--- src/rtl/uart_tx_pkg.sv ---
package uart_tx_pkg;

  typedef enum logic [2:0] {
    ST_IDLE,
    ST_START,
    ST_DATA,
    ST_PAR,
    ST_STOP
  } tx_state_e;

  // format register, most significant field first
  typedef struct packed {
    logic       dlab;
    logic       brk;
    logic       stick;
    logic       even;
    logic       pen;
    logic       stb;
    logic [1:0] wls;
  } fmt_t;

  localparam logic [2:0] OFS_DATA  = 3'd0;
  localparam logic [2:0] OFS_IEN   = 3'd1;
  localparam logic [2:0] OFS_FCTL  = 3'd2;
  localparam logic [2:0] OFS_FMT   = 3'd3;
  localparam logic [2:0] OFS_LSTAT = 3'd5;

endpackage

--- src/rtl/uart_baud_gen.sv ---
module uart_baud_gen #(
  parameter int DIV_W = 16
) (
  input  logic             clk,
  input  logic             rst,
  input  logic             hold,
  input  logic [DIV_W-1:0] divisor,
  output logic             tick
);
  localparam logic [DIV_W-1:0] ONE = DIV_W'(1);

  logic [DIV_W-1:0] cnt;
  logic             div_zero;

  always_comb begin
    div_zero = (divisor == '0);
    tick     = !hold && !div_zero && (cnt >= divisor - ONE);
  end

  always_ff @(posedge clk) begin
    if (rst || hold || div_zero || tick) cnt <= '0;
    else                                 cnt <= cnt + ONE;
  end


  tick_spacing_chk: assert property (@(posedge clk) disable iff (rst)
    (tick && divisor > ONE) |=> (!tick || !$stable(divisor)));

endmodule

--- src/rtl/uart_tx_fifo.sv ---
module uart_tx_fifo #(
  parameter int DEPTH = 16,
  parameter int W     = 8
) (
  input  logic         clk,
  input  logic         rst,
  input  logic         flush,
  input  logic         single,
  input  logic         wr_en,
  input  logic [W-1:0] wr_data,
  input  logic         rd_en,
  output logic [W-1:0] rd_data,
  output logic         empty,
  output logic         full
);
  localparam int PTR_W = (DEPTH > 1) ? $clog2(DEPTH) : 1;
  localparam int CNT_W = $clog2(DEPTH + 1);
  localparam logic [PTR_W-1:0] LAST_PTR = PTR_W'(DEPTH - 1);
  localparam logic [CNT_W-1:0] FULL_CNT = CNT_W'(DEPTH);

  logic [W-1:0]     mem [DEPTH];
  logic [PTR_W-1:0] wptr, rptr;
  logic [CNT_W-1:0] count;
  logic             wr_ok, rd_ok;

  function automatic logic [PTR_W-1:0] step(input logic [PTR_W-1:0] p);
    return (p == LAST_PTR) ? '0 : p + 1'b1;
  endfunction

  always_comb begin
    empty   = (count == '0);
    full    = single ? !empty : (count == FULL_CNT);
    wr_ok   = wr_en && !full && !flush;
    rd_ok   = rd_en && !empty;
    rd_data = mem[rptr];
  end

  // storage without reset so it maps onto distributed RAM
  always_ff @(posedge clk) begin
    if (wr_ok) mem[wptr] <= wr_data;
  end

  always_ff @(posedge clk) begin
    if (rst || flush) begin
      wptr  <= '0;
      rptr  <= '0;
      count <= '0;
    end else begin
      if (wr_ok) wptr <= step(wptr);
      if (rd_ok) rptr <= step(rptr);
      count <= count + {{(CNT_W-1){1'b0}}, wr_ok} - {{(CNT_W-1){1'b0}}, rd_ok};
    end
  end


  count_bound_chk: assert property (@(posedge clk) disable iff (rst)
    count <= FULL_CNT);


  full_drop_chk: assert property (@(posedge clk) disable iff (rst)
    (wr_en && full && !rd_ok && !flush) |=> (count == $past(count)));

endmodule

--- src/rtl/uart_tx_shifter.sv ---
module uart_tx_shifter
  import uart_tx_pkg::*;
#(
  parameter int OVS = 16
) (
  input  logic       clk,
  input  logic       rst,
  input  logic       tick,
  input  logic       have_data,
  input  logic [7:0] data_in,
  input  logic [1:0] cfg_wls,
  input  logic       cfg_stb,
  input  logic       cfg_pen,
  input  logic       cfg_even,
  input  logic       cfg_stick,
  output logic       pop,
  output logic       line,
  output logic       busy
);
  localparam int TW = $clog2(2 * OVS);
  localparam logic [TW-1:0] LEN_ONE  = TW'(OVS - 1);
  localparam logic [TW-1:0] LEN_HALF = TW'(OVS + OVS / 2 - 1);
  localparam logic [TW-1:0] LEN_TWO  = TW'(2 * OVS - 1);

  tx_state_e   state;
  logic [TW-1:0] tcnt, bit_end;
  logic [7:0]  shreg;
  logic [2:0]  bidx, last_idx;
  logic [1:0]  wl_q;
  logic        stb_q, pen_q, par_q, last_tick;

  function automatic logic par_of(input logic [7:0] d, input logic [1:0] wls,
                                  input logic stick, input logic even);
    logic [7:0] m;
    logic       x;
    m = d & (8'hFF >> (3'd3 - {1'b0, wls}));
    x = ^m;
    if (stick) return !even;
    return even ? x : !x;
  endfunction

  always_comb begin
    if (state == ST_STOP)
      bit_end = stb_q ? ((wl_q == 2'd0) ? LEN_HALF : LEN_TWO) : LEN_ONE;
    else
      bit_end = LEN_ONE;
    last_tick = tick && (tcnt == bit_end);
    last_idx  = {1'b0, wl_q} + 3'd4;
    pop       = have_data && ((state == ST_IDLE) || (state == ST_STOP && last_tick));
    busy      = (state != ST_IDLE);
  end

  always_ff @(posedge clk) begin
    if (rst) begin
      state <= ST_IDLE;
      line  <= 1'b1;
      tcnt  <= '0;
      shreg <= '0;
      bidx  <= '0;
      wl_q  <= '0;
      stb_q <= 1'b0;
      pen_q <= 1'b0;
      par_q <= 1'b0;
    end else if (pop) begin
      state <= ST_START;
      line  <= 1'b0;
      tcnt  <= '0;
      shreg <= data_in;
      bidx  <= '0;
      wl_q  <= cfg_wls;
      stb_q <= cfg_stb;
      pen_q <= cfg_pen;
      par_q <= par_of(data_in, cfg_wls, cfg_stick, cfg_even);
    end else if (tick && state != ST_IDLE) begin
      if (!last_tick) begin
        tcnt <= tcnt + 1'b1;
      end else begin
        tcnt <= '0;
        case (state)
          ST_START: begin
            state <= ST_DATA;
            line  <= shreg[0];
            shreg <= shreg >> 1;
            bidx  <= '0;
          end
          ST_DATA: begin
            if (bidx == last_idx) begin
              if (pen_q) begin
                state <= ST_PAR;
                line  <= par_q;
              end else begin
                state <= ST_STOP;
                line  <= 1'b1;
              end
            end else begin
              bidx  <= bidx + 1'b1;
              line  <= shreg[0];
              shreg <= shreg >> 1;
            end
          end
          ST_PAR: begin
            state <= ST_STOP;
            line  <= 1'b1;
          end
          default: begin
            state <= ST_IDLE;
            line  <= 1'b1;
          end
        endcase
      end
    end
  end


  idle_mark_chk: assert property (@(posedge clk) disable iff (rst)
    (state == ST_IDLE) |-> line);


  line_steady_chk: assert property (@(posedge clk) disable iff (rst)
    (!tick && state != ST_IDLE) |=> $stable(line));

endmodule

--- src/rtl/uart_tx_framer.sv ---
module uart_tx_framer
  import uart_tx_pkg::*;
#(
  parameter int FIFO_DEPTH = 16,
  parameter int OVS        = 16
) (
  input  logic       clk,
  input  logic       rst,
  input  logic       reg_wr,
  input  logic       reg_rd,
  input  logic [2:0] reg_addr,
  input  logic [7:0] reg_wdata,
  output logic [7:0] reg_rdata,
  output logic       tx_out,
  output logic       loop_out,
  output logic       thr_empty,
  output logic       tx_empty
);
  localparam int DIV_W = 16;

  fmt_t        fmt;
  logic [7:0]  div_lo, div_hi;
  logic [3:0]  ien;
  logic        fifo_on;
  logic        hold_wr, flush, tick, busy, pop, line, buf_empty, buf_full;
  logic [7:0]  buf_data;

  always_comb begin
    hold_wr = reg_wr && (reg_addr == OFS_DATA) && !fmt.dlab;
    flush   = reg_wr && (reg_addr == OFS_FCTL) &&
              ((reg_wdata[0] != fifo_on) || (reg_wdata[0] && reg_wdata[2]));
  end

  always_ff @(posedge clk) begin
    if (rst) begin
      fmt     <= '0;
      div_lo  <= '0;
      div_hi  <= '0;
      ien     <= '0;
      fifo_on <= 1'b0;
    end else if (reg_wr) begin
      case (reg_addr)
        OFS_DATA: if (fmt.dlab) div_lo <= reg_wdata;
        OFS_IEN:  if (fmt.dlab) div_hi <= reg_wdata;
                  else          ien    <= reg_wdata[3:0];
        OFS_FCTL: fifo_on <= reg_wdata[0];
        OFS_FMT:  fmt     <= fmt_t'(reg_wdata);
        default:  ;
      endcase
    end
  end

  always_ff @(posedge clk) begin
    if (rst) begin
      reg_rdata <= '0;
    end else if (reg_rd) begin
      case (reg_addr)
        OFS_DATA:  reg_rdata <= fmt.dlab ? div_lo : 8'h00;
        OFS_IEN:   reg_rdata <= fmt.dlab ? div_hi : {4'h0, ien};
        OFS_FMT:   reg_rdata <= fmt;
        OFS_LSTAT: reg_rdata <= {1'b0, tx_empty, thr_empty, 5'b0};
        default:   reg_rdata <= 8'h00;
      endcase
    end
  end

  uart_baud_gen #(.DIV_W(DIV_W)) u_baud (
    .clk     (clk),
    .rst     (rst),
    .hold    (!busy),
    .divisor ({div_hi, div_lo}),
    .tick    (tick)
  );

  uart_tx_fifo #(.DEPTH(FIFO_DEPTH), .W(8)) u_buf (
    .clk     (clk),
    .rst     (rst),
    .flush   (flush),
    .single  (!fifo_on),
    .wr_en   (hold_wr),
    .wr_data (reg_wdata),
    .rd_en   (pop),
    .rd_data (buf_data),
    .empty   (buf_empty),
    .full    (buf_full)
  );

  uart_tx_shifter #(.OVS(OVS)) u_shift (
    .clk       (clk),
    .rst       (rst),
    .tick      (tick),
    .have_data (!buf_empty),
    .data_in   (buf_data),
    .cfg_wls   (fmt.wls),
    .cfg_stb   (fmt.stb),
    .cfg_pen   (fmt.pen),
    .cfg_even  (fmt.even),
    .cfg_stick (fmt.stick),
    .pop       (pop),
    .line      (line),
    .busy      (busy)
  );

  always_comb begin
    thr_empty = buf_empty;
    tx_empty  = buf_empty && !busy;
    tx_out    = line && !fmt.brk;
    loop_out  = line;
  end


  write_clears_chk: assert property (@(posedge clk) disable iff (rst)
    (hold_wr && !buf_full) |=> !thr_empty);


  dlab_no_enqueue_chk: assert property (@(posedge clk) disable iff (rst)
    (reg_wr && reg_addr == OFS_DATA && fmt.dlab && thr_empty) |=> thr_empty);

endmodule

--- config.mk ---
export PLATFORM = sky130hd
export DESIGN_NAME = uart_tx_framer
export DESIGN_NICKNAME = d
export VERILOG_FILES = /design/src/rtl/uart_tx_pkg.sv /design/src/rtl/uart_baud_gen.sv /design/src/rtl/uart_tx_fifo.sv /design/src/rtl/uart_tx_shifter.sv /design/src/rtl/uart_tx_framer.sv
export SDC_FILE = /design/constraint.sdc
export NUM_CORES = 1
export LEC_CHECK = 0
export CAP_MARGIN = 10
export CORE_MARGIN = 5
export CORE_UTILIZATION = 60
export CTS_CLUSTER_DIAMETER = 80
export DETAILED_ROUTE_END_ITERATION = 10
export GPL_TIMING_DRIVEN = 0
export PLACE_DENSITY = 0.89
export SETUP_SLACK_MARGIN = 0.15
export SLEW_MARGIN = 20
export SYNTH_ARGS = -nofsm -noshare
export SYNTH_HDL_FRONTEND = slang
export SYNTH_SLANG_ARGS = --single-unit
--- constraint.sdc ---
create_clock -name clk -period 13.65 [get_ports clk]
set_clock_uncertainty 0.05 [all_clocks]
set_input_delay 3.4125 -clock clk [delete_from_list [all_inputs] [get_ports clk]]
set_output_delay 3.4125 -clock clk [all_outputs]
set_load 0.01 [all_outputs]
Word-level counts from Yosys, hierarchy flattened

Memories as Yosys holds them, arrays and structs flattened. A register that Yosys moved wholly into a read port is not among the register bits.
Cells that the tools add are included.

$add $sub $neg: 10
Magnitude comparators: 1
Eq/ne operators: 18
Shifts and indexed selects: 1
Multiplexer cells: 39
Bitwise operators: 2
Reductions and logical operators: 53

Operators with widths:

| kind                                                                 | number |
|---|---|
| 8-bit two-way mux                                                    | 6 |
| 8-bit one-hot mux with 4 select lines                                | 1 |
| 4-bit two-way mux                                                    | 5 |
| 1-bit two-way mux                                                    | 17 |
| 16-bit by 1-bit adder with 16-bit output, second input constant      | 1 |
| 16-bit >= comparator                                                 | 1 |
| 1-bit logical AND                                                    | 16 |
| 16-bit logical NOT                                                   | 1 |
| 8-bit one-hot mux with 2 select lines                                | 1 |
| 16-bit by 1-bit subtractor with 16-bit output, second input constant | 1 |
| 5-bit two-way mux                                                    | 3 |
| 3-bit AND reduction                                                  | 5 |
| 3-bit by 2-bit == test with 1-bit output, second input constant      | 4 |
| 1-bit logical NOT                                                    | 9 |
| 3-bit two-way mux                                                    | 3 |
| 3-bit one-hot mux with 3 select lines                                | 1 |
| 4-bit by 1-bit adder with 4-bit output, second input constant        | 2 |
| 8-bit bitwise AND                                                    | 1 |
| 4-bit == test, second input constant                                 | 2 |
| 4-bit AND reduction                                                  | 2 |
| 8-bit parity                                                         | 1 |
| 8-bit by 3-bit >> shifter with 8-bit output, first input constant    | 1 |
| 3-bit by 1-bit == test with 1-bit output, second input constant      | 2 |
| 3-bit == test, second input constant                                 | 2 |
| other kinds (25)                                                     | 36 |

Bits in registers: 91
RAM bits: 128
Input bits: 15
Output and inout port bits: 12
Memories: 1

Memories:

| memory    | depth | bits a word | rd ports | clocked after memory_dff | wr ports | line               | RTL |
|---|---|---|---|---|---|---|---|
| u_buf.mem | 16    | 8           | 1        | 1                        | 1        | uart_tx_fifo.sv:21 | `logic [W-1:0] mem [DEPTH];` |

Logic depth before layout (Yosys ltp)

Gate-level depths: netlist of the first run.

Depth in word-level cells: 12
Gate-level depth with buffers: 24
Gate-level depth less buffers: 23

By module

From an unflattened synthesis of the first run, not the netlist that was laid out.

Cell total of the unflattened synthesis: 821
Area, all modules: 10139.7 sq um

By module, submodules not included:

| module          | times used | cells each | area an instance (sq um) | sequential area each (sq um) |
|---|---|---|---|---|
| uart_tx_fifo    | 1          | 318        | 5851.9                   | 4184.0 |
| uart_tx_framer  | 1          | 195        | 1606.5                   | 740.7 |
| uart_tx_shifter | 1          | 157        | 1411.4                   | 500.5 |
| uart_baud_gen   | 1          | 151        | 1270.0                   | 320.3 |

Worst setup path before layout of the first run

No wires, ideal clock.

Path kind: input to register
From: input port reg_wr
To: memory u_buf.mem[3][0], enable pin
Library setup time: 383 ps
Arrival: 5256 ps
Slack: 7961 ps
Cell stages on the path: 5
Buffers on the path: 0
Path through: nor2b_1 > and2_1 > nor4b_2 > nand2_1 > nor3_1

Word-level cells in the longest chain between the ends: 6
Elaborated cells on any way between the ends: 9
Classes of those cells: 2 x mux; 7 x reduce/logical

RTL lines:

| item                                                          | line                                       | RTL |
|---|---|---|
| start: declaration                                            | uart_tx_framer.sv:9                        | `input logic reg_wr,` |
| 1-bit logical AND (on tied branches) (2 in series)            | uart_tx_framer.sv:29, uart_tx_framer.sv:30 |  |
| 1-bit logical AND / 1-bit logical NOT (equally long branches) | uart_tx_fifo.sv:33                         | `wr_ok = wr_en && !full && !flush;` |
| 1-bit logical AND (*)                                         | uart_tx_fifo.sv:33                         |  |
| net u_buf.wr_ok                                               | uart_tx_fifo.sv:24                         | `logic wr_ok, rd_ok;` |
| 1-bit two-way mux (*)                                         | uart_tx_fifo.sv:40                         | `if (wr_ok) mem[wptr] <= wr_data;` |
| 1-bit two-way mux (implied by the code) (*)                   | uart_tx_fifo.sv:40                         |  |
| end: declaration                                              | uart_tx_fifo.sv:21                         |  |

Mark *: on every way through the listed nets, which the timed path passes. The rest lies on a longest branch.

Final worst setup path of the first run

From: input port reg_addr[2]
To: memory u_buf.mem[7][1], enable pin

Word-level cells in the longest chain between the ends: 7
Elaborated cells on any way between the ends: 11
Classes of those cells: 1 x eq/ne; 2 x mux; 8 x reduce/logical

RTL lines:

| item                                                                                 | line                                       | RTL |
|---|---|---|
| start: declaration                                                                   | uart_tx_framer.sv:11                       | `input logic [2:0] reg_addr,` |
| 3-bit by 2-bit == test with 1-bit output / 3-bit logical NOT (equally long branches) | uart_tx_framer.sv:30, uart_tx_framer.sv:29 |  |
| 1-bit logical AND (on tied branches) (2 in series)                                   | uart_tx_framer.sv:30, uart_tx_framer.sv:29 |  |
| 1-bit logical NOT / 1-bit logical AND (equally long branches)                        | uart_tx_fifo.sv:33                         |  |
| 1-bit logical AND (*)                                                                | uart_tx_fifo.sv:33                         |  |
| net u_buf.wr_ok                                                                      | uart_tx_fifo.sv:24                         |  |
| 1-bit two-way mux (*)                                                                | uart_tx_fifo.sv:40                         |  |
| 1-bit two-way mux (implied by the code) (*)                                          | uart_tx_fifo.sv:40                         |  |

Marks and branches as above.

==> impl_results.md, run 1 <==
* Largest net degree at the start of global routing at 24
* Core Area at 0.01647 mm²
* Hold Buf Count CTS at 0
* Slowest-stage cell, CP: nor2_1
* Fraction of registers with async set/reset at 0
* Worst path bufs/invs at 1
* Via count at 6,938
* Setup bufs post-CTS at 0
* Nets@finish at 928
* Number of stages on the worst setup path at 6
* Syn. warnings at 0
* Resized cells post-CTS at 0
* Setup CP Type: input pin to register
* Hold path cells at 1
* Die ar. at 0.01932 mm²
* Synthesized instance count at 829
* CTS Buf Count at 23
* Sequential fraction of the synthesis area at 0.5754
* Final setup fails at 0
* Antenna Nets Post-Route at 0
* Cell taking the most area after synthesis: edfxtp_1
* Largest stage delay on the critical path at 0.85 ns
* MaxCap Viol Count at 0
* Syn_area_per_cell at 12.04 µm²
* Number of global-route vias before repair at 6,610
* Worst-margin pin slew at 1.088 ns
* Router iterations before antenna repair at 6
* I/O Buffers at 24
* RSZ-0062 raised after global routing: no
* Pwr Density at 157.0 mW/mm²
* Status: finished clean
* Clk Latency, worst-skew pair at 0.52 ns
* Synth top area share at 0.3850
* Primary FF master, synth: edfxtp_1
* Via-to-Cell Ratio at 6.206
* Root buffer cell: clkbuf_16
* Hpwl dp at 15,020 µm
* Setup crit end kind: register
* WL/cell at 20.42 µm
* Gr usage total at 0.2313
* Post-layout min period at 6.423 ns
* Worst Path Required at 13.71 ns
* Max-slew violations at 0
* Leak at 3.967 nW
* Worst setup SP type: input pin
* Clk slew on worst S/H paths at 0.06 ns
* Synth-to-Final Area Change at 12.78%
* Share of cells above drive strength 1 at 0.1125
* FMAX at 155.7 MHz
* Initial Utilization at 0.6064
* Distinct cell type count after synthesis at 58
* CP delay by family, top: simple AND/OR/NAND/NOR gates
* Post-route total power at 1.768 mW
* # diodes at 0
* CTS H-tree lvls at 1
* CTS tree: built
* I/O pin count at 27
* Crit path DAT at 6.49 ns
* Longest Clk Path Bufs at 3
* Count of final hold-check violations at 0
* Antenna violations before repair at 0
* Drt drc at 0
* # rows at 47
* Die Ht at 139 µm
* Die Wd at 139 µm
* DRT iter0 DRCs at 764
* RD Place Congestion at 0.8620
* Headroom to the max-slew limit at 0.2719
* Critical path, cell by cell: clkdlybuf4s50_1 -> nor2b_1 -> and2_1 -> nor4b_2 -> nand2_1 -> nor2_1
* Synth area leaders: edfxtp_1, dfxtp_1, mux4_2, nor2_1, ha_1
* Setup TNS at 0 ns
* Crit path max fanout at 8
* Flop and latch count out of synthesis at 223
* Post-synth EDFFs at 128
* HP Class: register to register
* VDD IR max at 0.00009361 V
* R2R depth at 24
* Syn Nets at 876
* Post-route clock period utilization at 0.4706
* WL final at 22,830 µm
* CTS Sinks at 223
* Synthesized area at 0.009985 mm²
* First-pass GRT wire length at 35,890 µm
* Grt total ovfl at 0
## stage by stage
step                hold WS [ns]  utilization  instances  setup WS [ns]  cell area (µm²)
floorplan                 0.3910            -        829          7.961             9985
global placement          0.4135       0.6377       1073          6.504            10500
detailed placement        0.4177       0.6403       1076          6.806            10540
CTS                       0.4319       0.6839       1118          7.295            11260
global route              0.4645       0.6839       1118          7.107            11260
finish                    0.4351       0.6839       1118          7.227            11260
## Yosys cell counts (2+ instances only)
cell / number
a311oi_1: 2
nor3b_1: 3
clkbuf_1: 25
a22oi_1: 9
and3_1: 6
or3_1: 2
and2_1: 3
nand3b_1: 5
xor2_1: 16
o21ai_0: 24
or4_1: 2
o21a_1: 2
buf_4: 3
edfxtp_1: 128
o31ai_1: 2
buf_2: 4
buf_1: 3
mux2_2: 2
nor2b_1: 8
o21ai_1: 3
a21oi_1: 54
mux2i_1: 25
nand4_1: 6
nand2b_1: 8
nor3_1: 19
dfxtp_1: 95
nand3_1: 41
nand2_1: 62
a31oi_1: 3
a21o_1: 5
a211oi_1: 3
xnor2_1: 26
ha_1: 31
nor4_1: 3
inv_1: 21
nor2_1: 104
a32oi_1: 8
mux4_2: 35
o211ai_1: 9
## report_power, final
| group | total (mW) | internal, mW | switching, mW |
|---|---|---|---|
| Combinational | 0.414 | 0.190 | 0.225 |
| Sequential | 0.759 | 0.737 | 0.0215 |
| Clock | 0.595 | 0.332 | 0.263 |
| Total | 1.77 | 1.26 | 0.509 |
## per-layer routing
layer | global-route usage | routed length (µm)
met3 | 0.03517 | 1840
met1 | 0.3157 | 9060
met5 | 0 | 0
met4 | 0.06849 | 738
met2 | 0.3879 | 11190
## final timing paths
path                            slack, ns         endpoint          start
worst max-delay path                 7.23  u_buf.mem[7][1]    reg_addr[2]
worst min-delay path                 0.44    u_baud.cnt[0]  u_baud.cnt[0]
worst max register to register       7.82   u_buf.count[4]      div_lo[2]
worst min register to register       0.44    u_baud.cnt[0]  u_baud.cnt[0]
## sequential cells by signal (all words and copies together), names as in the netlist, named ones only
| signal | cells |
|---|---|
| u_shift.shreg | 8 |
| div_hi | 8 |
| u_shift.tcnt | 5 |
| u_shift.line | 1 |
| fifo_on | 1 |
| u_buf.count | 5 |
| u_shift.pen_q | 1 |
| u_shift.par_q | 1 |
| ien | 4 |
| u_buf.mem | 128 |
| u_shift.stb_q | 1 |
| u_buf.wptr | 4 |
| u_buf.rptr | 4 |
| u_baud.cnt | 16 |
| reg_rdata | 8 |
| u_shift.state | 3 |
| fmt | 8 |
| u_shift.bidx | 3 |
| u_shift.wl_q | 2 |
| div_lo | 8 |
## layout by cell type (no fill, tap or decap), types with 8 or more instances in the layout
cell / n
a21oi_1: 54
a22oi_1: 9
a32oi_1: 8
clkbuf_1: 27
clkbuf_16: 23
clkdlybuf4s50_1: 24
dfxtp_1: 95
edfxtp_1: 128
ha_1: 31
inv_1: 21
mux2i_1: 25
mux4_2: 35
nand2_1: 62
nand2b_1: 8
nand3_1: 41
nor2_1: 104
nor2b_1: 8
nor3_1: 15
o211ai_1: 9
o21ai_0: 24
xnor2_1: 26
xor2_1: 16
## cells by family after synthesis
family / after synthesis / share of synthesized area
adders and majority gates: 32 / 0.04085
buffers and inverters: 59 / 0.02732
xor gates and xnor gates: 43 / 0.03910
and+or+nand+nor: 280 / 0.1312
DFF: 223 / 0.5754
AOI/OAI and AO/OA: 130 / 0.07983
muxes: 62 / 0.1063
## area by class of cell
| type | count | area (µm²) |
|---|---|---|
| sequential | 223 | 5746 |
| buffer | 38 | 193.9 |
| tap | 220 | 275.3 |
| timing repair buffer | 27 | 262.8 |
| clock inverter | 17 | 135.1 |
| inverter | 21 | 78.83 |
| fill | 1110 | 5205 |
| multi-input combinational | 547 | 3986 |
| clock buffer | 25 | 583.1 |
## worst reg2reg max path: stages, from the launching register on
cell,delay (ns)
dfxtp_1,0.38
or3_1,0.41
nor3_1,0.27
nand2b_1,0.13
nor4_1,0.50
xnor2_1,0.20
ha_1,0.27
a21o_1,0.16
a21oi_1,0.13
nor2b_1,0.05
o21ai_0,0.16
nand2b_1,0.09
a211oi_1,0.79
o21a_1,0.24
buf_4,0.18
nor2_1,0.12
ha_1,0.34
inv_1,0.04
ha_1,0.20
fa_1,0.42
a21oi_1,0.20
nor2_1,0.06
nor2_1,0.12
xnor2_1,0.14
nor2_1,0.06
No activity file was read; power rests on OpenSTA's default activity.
==> run 2: changes to the inputs <==
==> constraint.sdc (replaced) <==
create_clock -name clk -period 6.1 [get_ports clk]
set_clock_uncertainty 0.05 [all_clocks]
set_input_delay 1.525 -clock clk [delete_from_list [all_inputs] [get_ports clk]]
set_output_delay 1.525 -clock clk [all_outputs]
set_load 0.01 [all_outputs]
==> run 2 against run 1 <==
Utilization about the same. Power is 120% higher. Combinational power is 120% higher. Critical path type is now register to register.
==> impl_results.md, run 2 (synthesis results as in run 1) <==
* Share of cells above drive strength 1 at 0.1136 (+0.001114)
* Setup crit end kind: register
* I/O pin count at 27 (unchanged)
* Setup bufs post-CTS at 0 (unchanged)
* Clk slew on worst S/H paths at 0.07 ns (about the same)
* Worst R2R End: u_buf.count[4]
* # diodes at 0 (unchanged)
* FMAX at 178.2 MHz
* CTS Sinks at 223 (unchanged)
* Grt total ovfl at 0 (unchanged)
* Count of final hold-check violations at 0 (unchanged)
* Antenna violations before repair at 0 (unchanged)
* I/O Buffers at 24 (unchanged)
* Hold Buf Count CTS at 0 (unchanged)
* Post-route non-filler standard cell count at 1,118 (unchanged)
* Resized cells post-CTS at 0 (unchanged)
* CTS H-tree lvls at 1 (unchanged)
* Via count at 6,900 (-0.55%)
* Pwr Density at 351.6 mW/mm² (+120%)
* Min-delay src: u_baud.cnt[0]
* WL final at 22,930 µm (+0.43%)
* Longest Clk Path Bufs at 3 (unchanged)
* Core Area at 0.01647 mm² (unchanged)
* MaxCap Viol Count at 0 (unchanged)
* Final Core Density at 0.6842 (about the same)
* Most Used Layer, Global Route: met2
* RSZ-0062 raised after global routing: no
* Setup TNS at 0 ns (unchanged)
* Worst setup SP type: register
* WL/cell at 20.51 µm (+0.43%)
* Drt drc at 0 (unchanged)
* Worst Path Required at 6.44 ns (-7.27 ns)
* Nets@finish at 928 (unchanged)
* Gr usage total at 0.2314 (about the same)
* First-pass GRT wire length at 35,890 µm (unchanged)
* Commonest non-fill, non-tap cell in the layout: edfxtp_1
* Die Wd at 139 µm (unchanged)
* Register area at 0.005746 mm² (unchanged)
* Max FFs per register at 128 (unchanged)
* Antenna Nets Post-Route at 0 (unchanged)
* Worst-margin pin slew at 1.093 ns (+0.005029 ns)
* RD Place Congestion at 0.8620 (unchanged)
* Post-route total power at 3.961 mW (+120%)
* Post-layout min period at 5.613 ns
* CTS tree: built
* DRT iter0 DRCs at 694 (-9.2%)
* Placed cells at 1,076 (unchanged)
* FILL cells at 1,112 (+0.18%)
* Final Hold Slack at 0.4351 ns (+0.000001000 ns)
* Crit path max fanout at 10 (+2)
* Top Registers: u_buf.mem: 128 flops, u_baud.cnt: 16 flops
* Synth-to-Final Area Change at 12.83% (about the same)
* Status: finished clean
* Met1 Track Usage GR at 0.3160 (about the same)
* Reg2Reg Launch Point: div_lo[2]
* Initial Utilization at 0.6064 (unchanged)
* Final setup fails at 0 (unchanged)
* R2R depth at 24 (unchanged)
* # rows at 47 (unchanged)
* Headroom to the max-slew limit at 0.2686 (-0.003365)
* Most frequent cells in the layout: edfxtp_1, nor2_1, dfxtp_1
* Setup CP Type: register to register
* Multi-input gate area at 0.003991 mm² (+0.13%)
* Largest net degree at the start of global routing at 24 (unchanged)
* Die Ht at 139 µm (unchanged)
* Crit path DAT at 5.95 ns (-0.54 ns)
* Leak at 3.967 nW (about the same)
* Via-to-Cell Ratio at 6.172 (-0.55%)
* M3 GR Usage at 0.03517 (unchanged)
* Hold EP: u_baud.cnt[0]
* Hpwl dp at 15,020 µm (unchanged)
* Flop2flop setup slack at 0.49 ns (-7.33 ns)
* Clk Latency, worst-skew pair at 0.52 ns (about the same)
* Reg with most FFs: u_buf.mem
* VDD IR max at 0.0002095 V (+120%)
* CTS Buf Count at 23 (unchanged)
* Root buffer cell: clkbuf_16
* HP Class: register to register
* Hold path cells at 1 (unchanged)
* Post-route clock period utilization at 0.9201
* Die ar. at 0.01932 mm² (unchanged)
* Max-slew violations at 0 (unchanged)
* M2 GR Usage at 0.3879 (unchanged)
* Number of global-route vias before repair at 6,607 (-0.045%)
* Router iterations before antenna repair at 5 (-1)
-- run 2: changes by cell type in the layout (fill, tap and decap cells not counted) --
cell and change:
a211oi_1 -1, a211oi_2 +1
-- run 2: worst max-delay path: stages, from the launching register on --
cell	delay, ns
dfxtp_1	0.39
or3_1	0.41
nor3_1	0.27
nand2b_1	0.13
nor4_1	0.57
xnor2_1	0.15
ha_1	0.32
a21o_1	0.16
a21oi_1	0.13
nor2b_1	0.05
o21ai_0	0.16
nand2b_1	0.10
a211oi_2	0.50
o21a_1	0.21
buf_4	0.18
nor2_1	0.12
ha_1	0.34
inv_1	0.04
ha_1	0.20
fa_1	0.42
a21oi_1	0.20
nor2_1	0.05
nor2_1	0.12
xnor2_1	0.14
nor2_1	0.05
-- run 2: power breakdown --
part	internal, mW	switching, mW
Sequential	1.65	0.0484
Combinational	0.424	0.505
Clock	0.742	0.591
Total	2.82	1.14
-- run 2: routing by layer --
layer  wire (µm)  vias up  part of all wire
li1            -     3162                 -
met1        9306     3347              0.41
met2       11320      328              0.49
met3        1656       63             0.072
met4         651        0             0.028
met5           0        -                 0
-- run 2: how the worst max path moves through the flow --
stage / startpoint / end / slack, ns / depth (start not counted)
after floorplan: div_lo[2] / u_buf.count[4] / 1.37 / 24
after global placement: div_lo[2] / u_buf.count[4] / 0.47 / 24
after detailed placement: div_lo[2] / u_buf.count[4] / 0.40 / 24
after CTS: div_lo[2] / u_buf.count[4] / 0.33 / 24
after global routing: div_lo[2] / u_buf.count[4] / 0.14 / 24
final: div_lo[2] / u_buf.count[4] / 0.49 / 24
-- run 2: metrics by stage --
stage,setup slack (ns),instance area [µm²]
floorplan,1.367,9985
global placement,0.4691,10500
detailed placement,0.4049,10540
CTS,0.3295,11260
global route,0.1380,11270
finish,0.4875,11270
-- run 2: layout make-up --
type / instances / area share
multi-input cells: 547 / 0.3543
inverters: 21 / 0.006997
plain buffers: 38 / 0.01721
clock inverters: 17 / 0.01199
repair buffers: 27 / 0.02332
flip-flops and latches: 223 / 0.5100
well taps: 220 / 0.02443
clock buffers: 25 / 0.05175
==> run 3: changes to the inputs <==
--- a/config.mk
+++ b/config.mk
@@ -11,7 +11,7 @@
 export CTS_CLUSTER_DIAMETER = 80
 export DETAILED_ROUTE_END_ITERATION = 10
 export GPL_TIMING_DRIVEN = 0
-export PLACE_DENSITY = 0.89
+export PLACE_DENSITY = 0.88
 export SETUP_SLACK_MARGIN = 0.15
 export SLEW_MARGIN = 20
 export SYNTH_ARGS = -nofsm -noshare
==> run 3 against run 2 <==
Sequential share of layout area about the same. Flip-flop and latch count stayed put. The run now ends with DRC left. Final area about the same. Largest power group unchanged. Setup slack better by 0.11 ns. Sequential power hardly changed. First-iteration DRC count increased by 3.6%. Power increased by 0.45%.
==> impl_results.md, run 3 (synthesis results as in run 1) <==
* Via-to-Cell Ratio at 6.276 (+1.7%)
* MaxCap Viol Count at 0 (unchanged)
* Share of cells above drive strength 1 at 0.1029 (-0.01068)
* First-pass GRT wire length at 36,790 µm (+2.5%)
* Clk Latency, worst-skew pair at 0.50 ns (-0.02 ns)
* Final Core Density at 0.6843 (about the same)
* Worst path bufs/invs at 2 (unchanged)
* Number of global-route vias before repair at 6,848 (+3.6%)
* Gr usage total at 0.2363 (+0.004899)
* Largest net degree at the start of global routing at 24 (unchanged)
* FMAX at 181.7 MHz (+2.0%)
* Count of final hold-check violations at 0 (unchanged)
* CTS H-tree lvls at 1 (unchanged)
* # diodes at 0 (unchanged)
* Pwr Density at 353.1 mW/mm² (+0.43%)
* Hpwl dp at 15,120 µm (+0.69%)
* Final setup fails at 0 (unchanged)
* Setup bufs post-CTS at 0 (unchanged)
* Setup TNS at 0 ns (unchanged)
* Worst setup SP type: register
* Die Wd at 139 µm (unchanged)
* Post-route clock period utilization at 0.9021 (-0.01798)
* Synth-to-Final Area Change at 12.86% (about the same)
* Reg with most FFs: u_buf.mem
* Largest stage delay on the critical path at 0.50 ns (-0.07 ns)
* Crit path max fanout at 10 (unchanged)
* Most frequent cells in the layout: edfxtp_1, nor2_1, dfxtp_1
* Setup crit end kind: register
* WL/cell at 20.68 µm (+0.82%)
* Initial Utilization at 0.6064 (unchanged)
* Die Ht at 139 µm (unchanged)
* Grt total ovfl at 0 (unchanged)
* Commonest non-fill, non-tap cell in the layout: edfxtp_1
* Router iterations before antenna repair at 10 (+5)
* Antenna Nets Post-Route at 0 (unchanged)
* CTS Buf Count at 23 (unchanged)
* RSZ-0062 raised after global routing: no
* # rows at 47 (unchanged)
* WL final at 23,040 µm (+0.46%)
* Worst path most repeated cell: nor2_1
* Antenna violations before repair at 0 (unchanged)
* Nets@finish at 929 (+0.11%)
* Critical path, cell by cell: or3_1 -> nor3_1 -> nand2b_1 -> nor4_1 -> xnor2_1 -> ha_1 -> a21o_1 -> a21oi_1 -> nor2b_1 -> o21ai_0 -> nand2b_1 -> a211oi_2 -> o21a_1 -> buf_4 -> nor2_1 -> ha_1 -> inv_1 -> ha_1 -> fa_1 -> a21oi_1 -> nor2_1 -> nor2_1 -> xnor2_1 -> nor2_1
* Clk slew on worst S/H paths at 0.06 ns (about the same)
* RD Place Congestion at 0.8550 (-0.81%)
* I/O Buffers at 24 (unchanged)
* Die ar. at 0.01932 mm² (unchanged)
* Headroom to the max-slew limit at 0.2958 (+0.02724)
* Resized cells post-CTS at 0 (unchanged)
* Worst-margin pin slew at 1.052 ns (-0.04071 ns)
* HP Class: register to register
* VDD IR max at 0.0002072 V (-1.1%)
* DRT iter0 DRCs at 719 (+3.6%)
* Via count at 6,991 (+1.3%)
* CTS Sinks at 223 (unchanged)
* Status: complete, but fails checks
* I/O pin count at 27 (unchanged)
* Slowest-stage cell, CP: a211oi_2
* Hold Buf Count CTS at 0 (unchanged)
* Root buffer cell: clkbuf_16
* Leak at 3.982 nW (+0.35%)
* Setup CP Type: register to register
* Longest Clk Path Bufs at 3 (unchanged)
* Crit path DAT at 5.83 ns (-0.12 ns)
* Failing checks: DRC
* Worst Path Required at 6.42 ns (-0.02 ns)
* CP delay by family, top: simple AND/OR/NAND/NOR gates
* Top Registers: u_buf.mem: 128 flops, u_baud.cnt: 16 flops
* CTS tree: built
* Core Area at 0.01647 mm² (unchanged)
* Final Hold Slack at 0.4258 ns (-0.009264 ns)
* Max-slew violations at 0 (unchanged)
* Post-layout min period at 5.503 ns (-0.1097 ns)
* Max FFs per register at 128 (unchanged)
* Drt drc at 2 (+2)
-- run 3: changes by cell type in the layout (fill, tap and decap cells not counted), sizes merged --
cell / before / now
clkinvlp: 6 / 0
buf: 16 / 17
clkinv: 9 / 7
bufinv: 1 / 3
clkbuf: 50 / 51
-- run 3: through the flow --
| step | area (µm²) | instances | total power, mW | setup slack [ns] |
|---|---|---|---|---|
| after detailed placement | 10550 | 1077 | 2.626 | 0.3773 |
| after global placement | 10500 | 1073 | 2.585 | 0.4758 |
| after global routing | 11270 | 1114 | 4.135 | 0.2155 |
| after floorplan | 9985 | 829 | 2.383 | 1.367 |
| final | 11270 | 1114 | 3.979 | 0.5972 |
| after CTS | 11260 | 1114 | 3.982 | 0.3394 |
-- run 3: routing by layer --
layer,track usage,share of wire
met1,0.3146,0.39
met2,0.3984,0.50
met3,0.04172,0.086
met4,0.07467,0.029
met5,0,0
-- run 3: final timing paths --
| path | startpoint | depth (start not counted) | slack (ns) | endpoint |
|---|---|---|---|---|
| max | div_lo[2] | 24 | 0.60 | u_buf.count[4] |
| min | u_baud.cnt[0] | 1 | 0.43 | u_baud.cnt[0] |
| max reg2reg | div_lo[2] | 24 | 0.60 | u_buf.count[4] |
| min reg2reg | u_baud.cnt[0] | 1 | 0.43 | u_baud.cnt[0] |
-- run 3: cell type report --
class,count,area [µm²]
fillers,1115,5197
flip-flops and latches,223,5746
inverters,21,78.83
well taps,220,275.3
plain buffers,38,193.9
repair buffers,28,270.3
multi-input cells,547,3991
clock inverters,11,126.4
clock buffers,26,586.8
-- run 3: power breakdown --
group | switching (mW) | internal (mW)
Clock | 0.547 | 0.810
Sequential | 0.0461 | 1.65
Combinational | 0.503 | 0.423
Total | 1.10 | 2.88
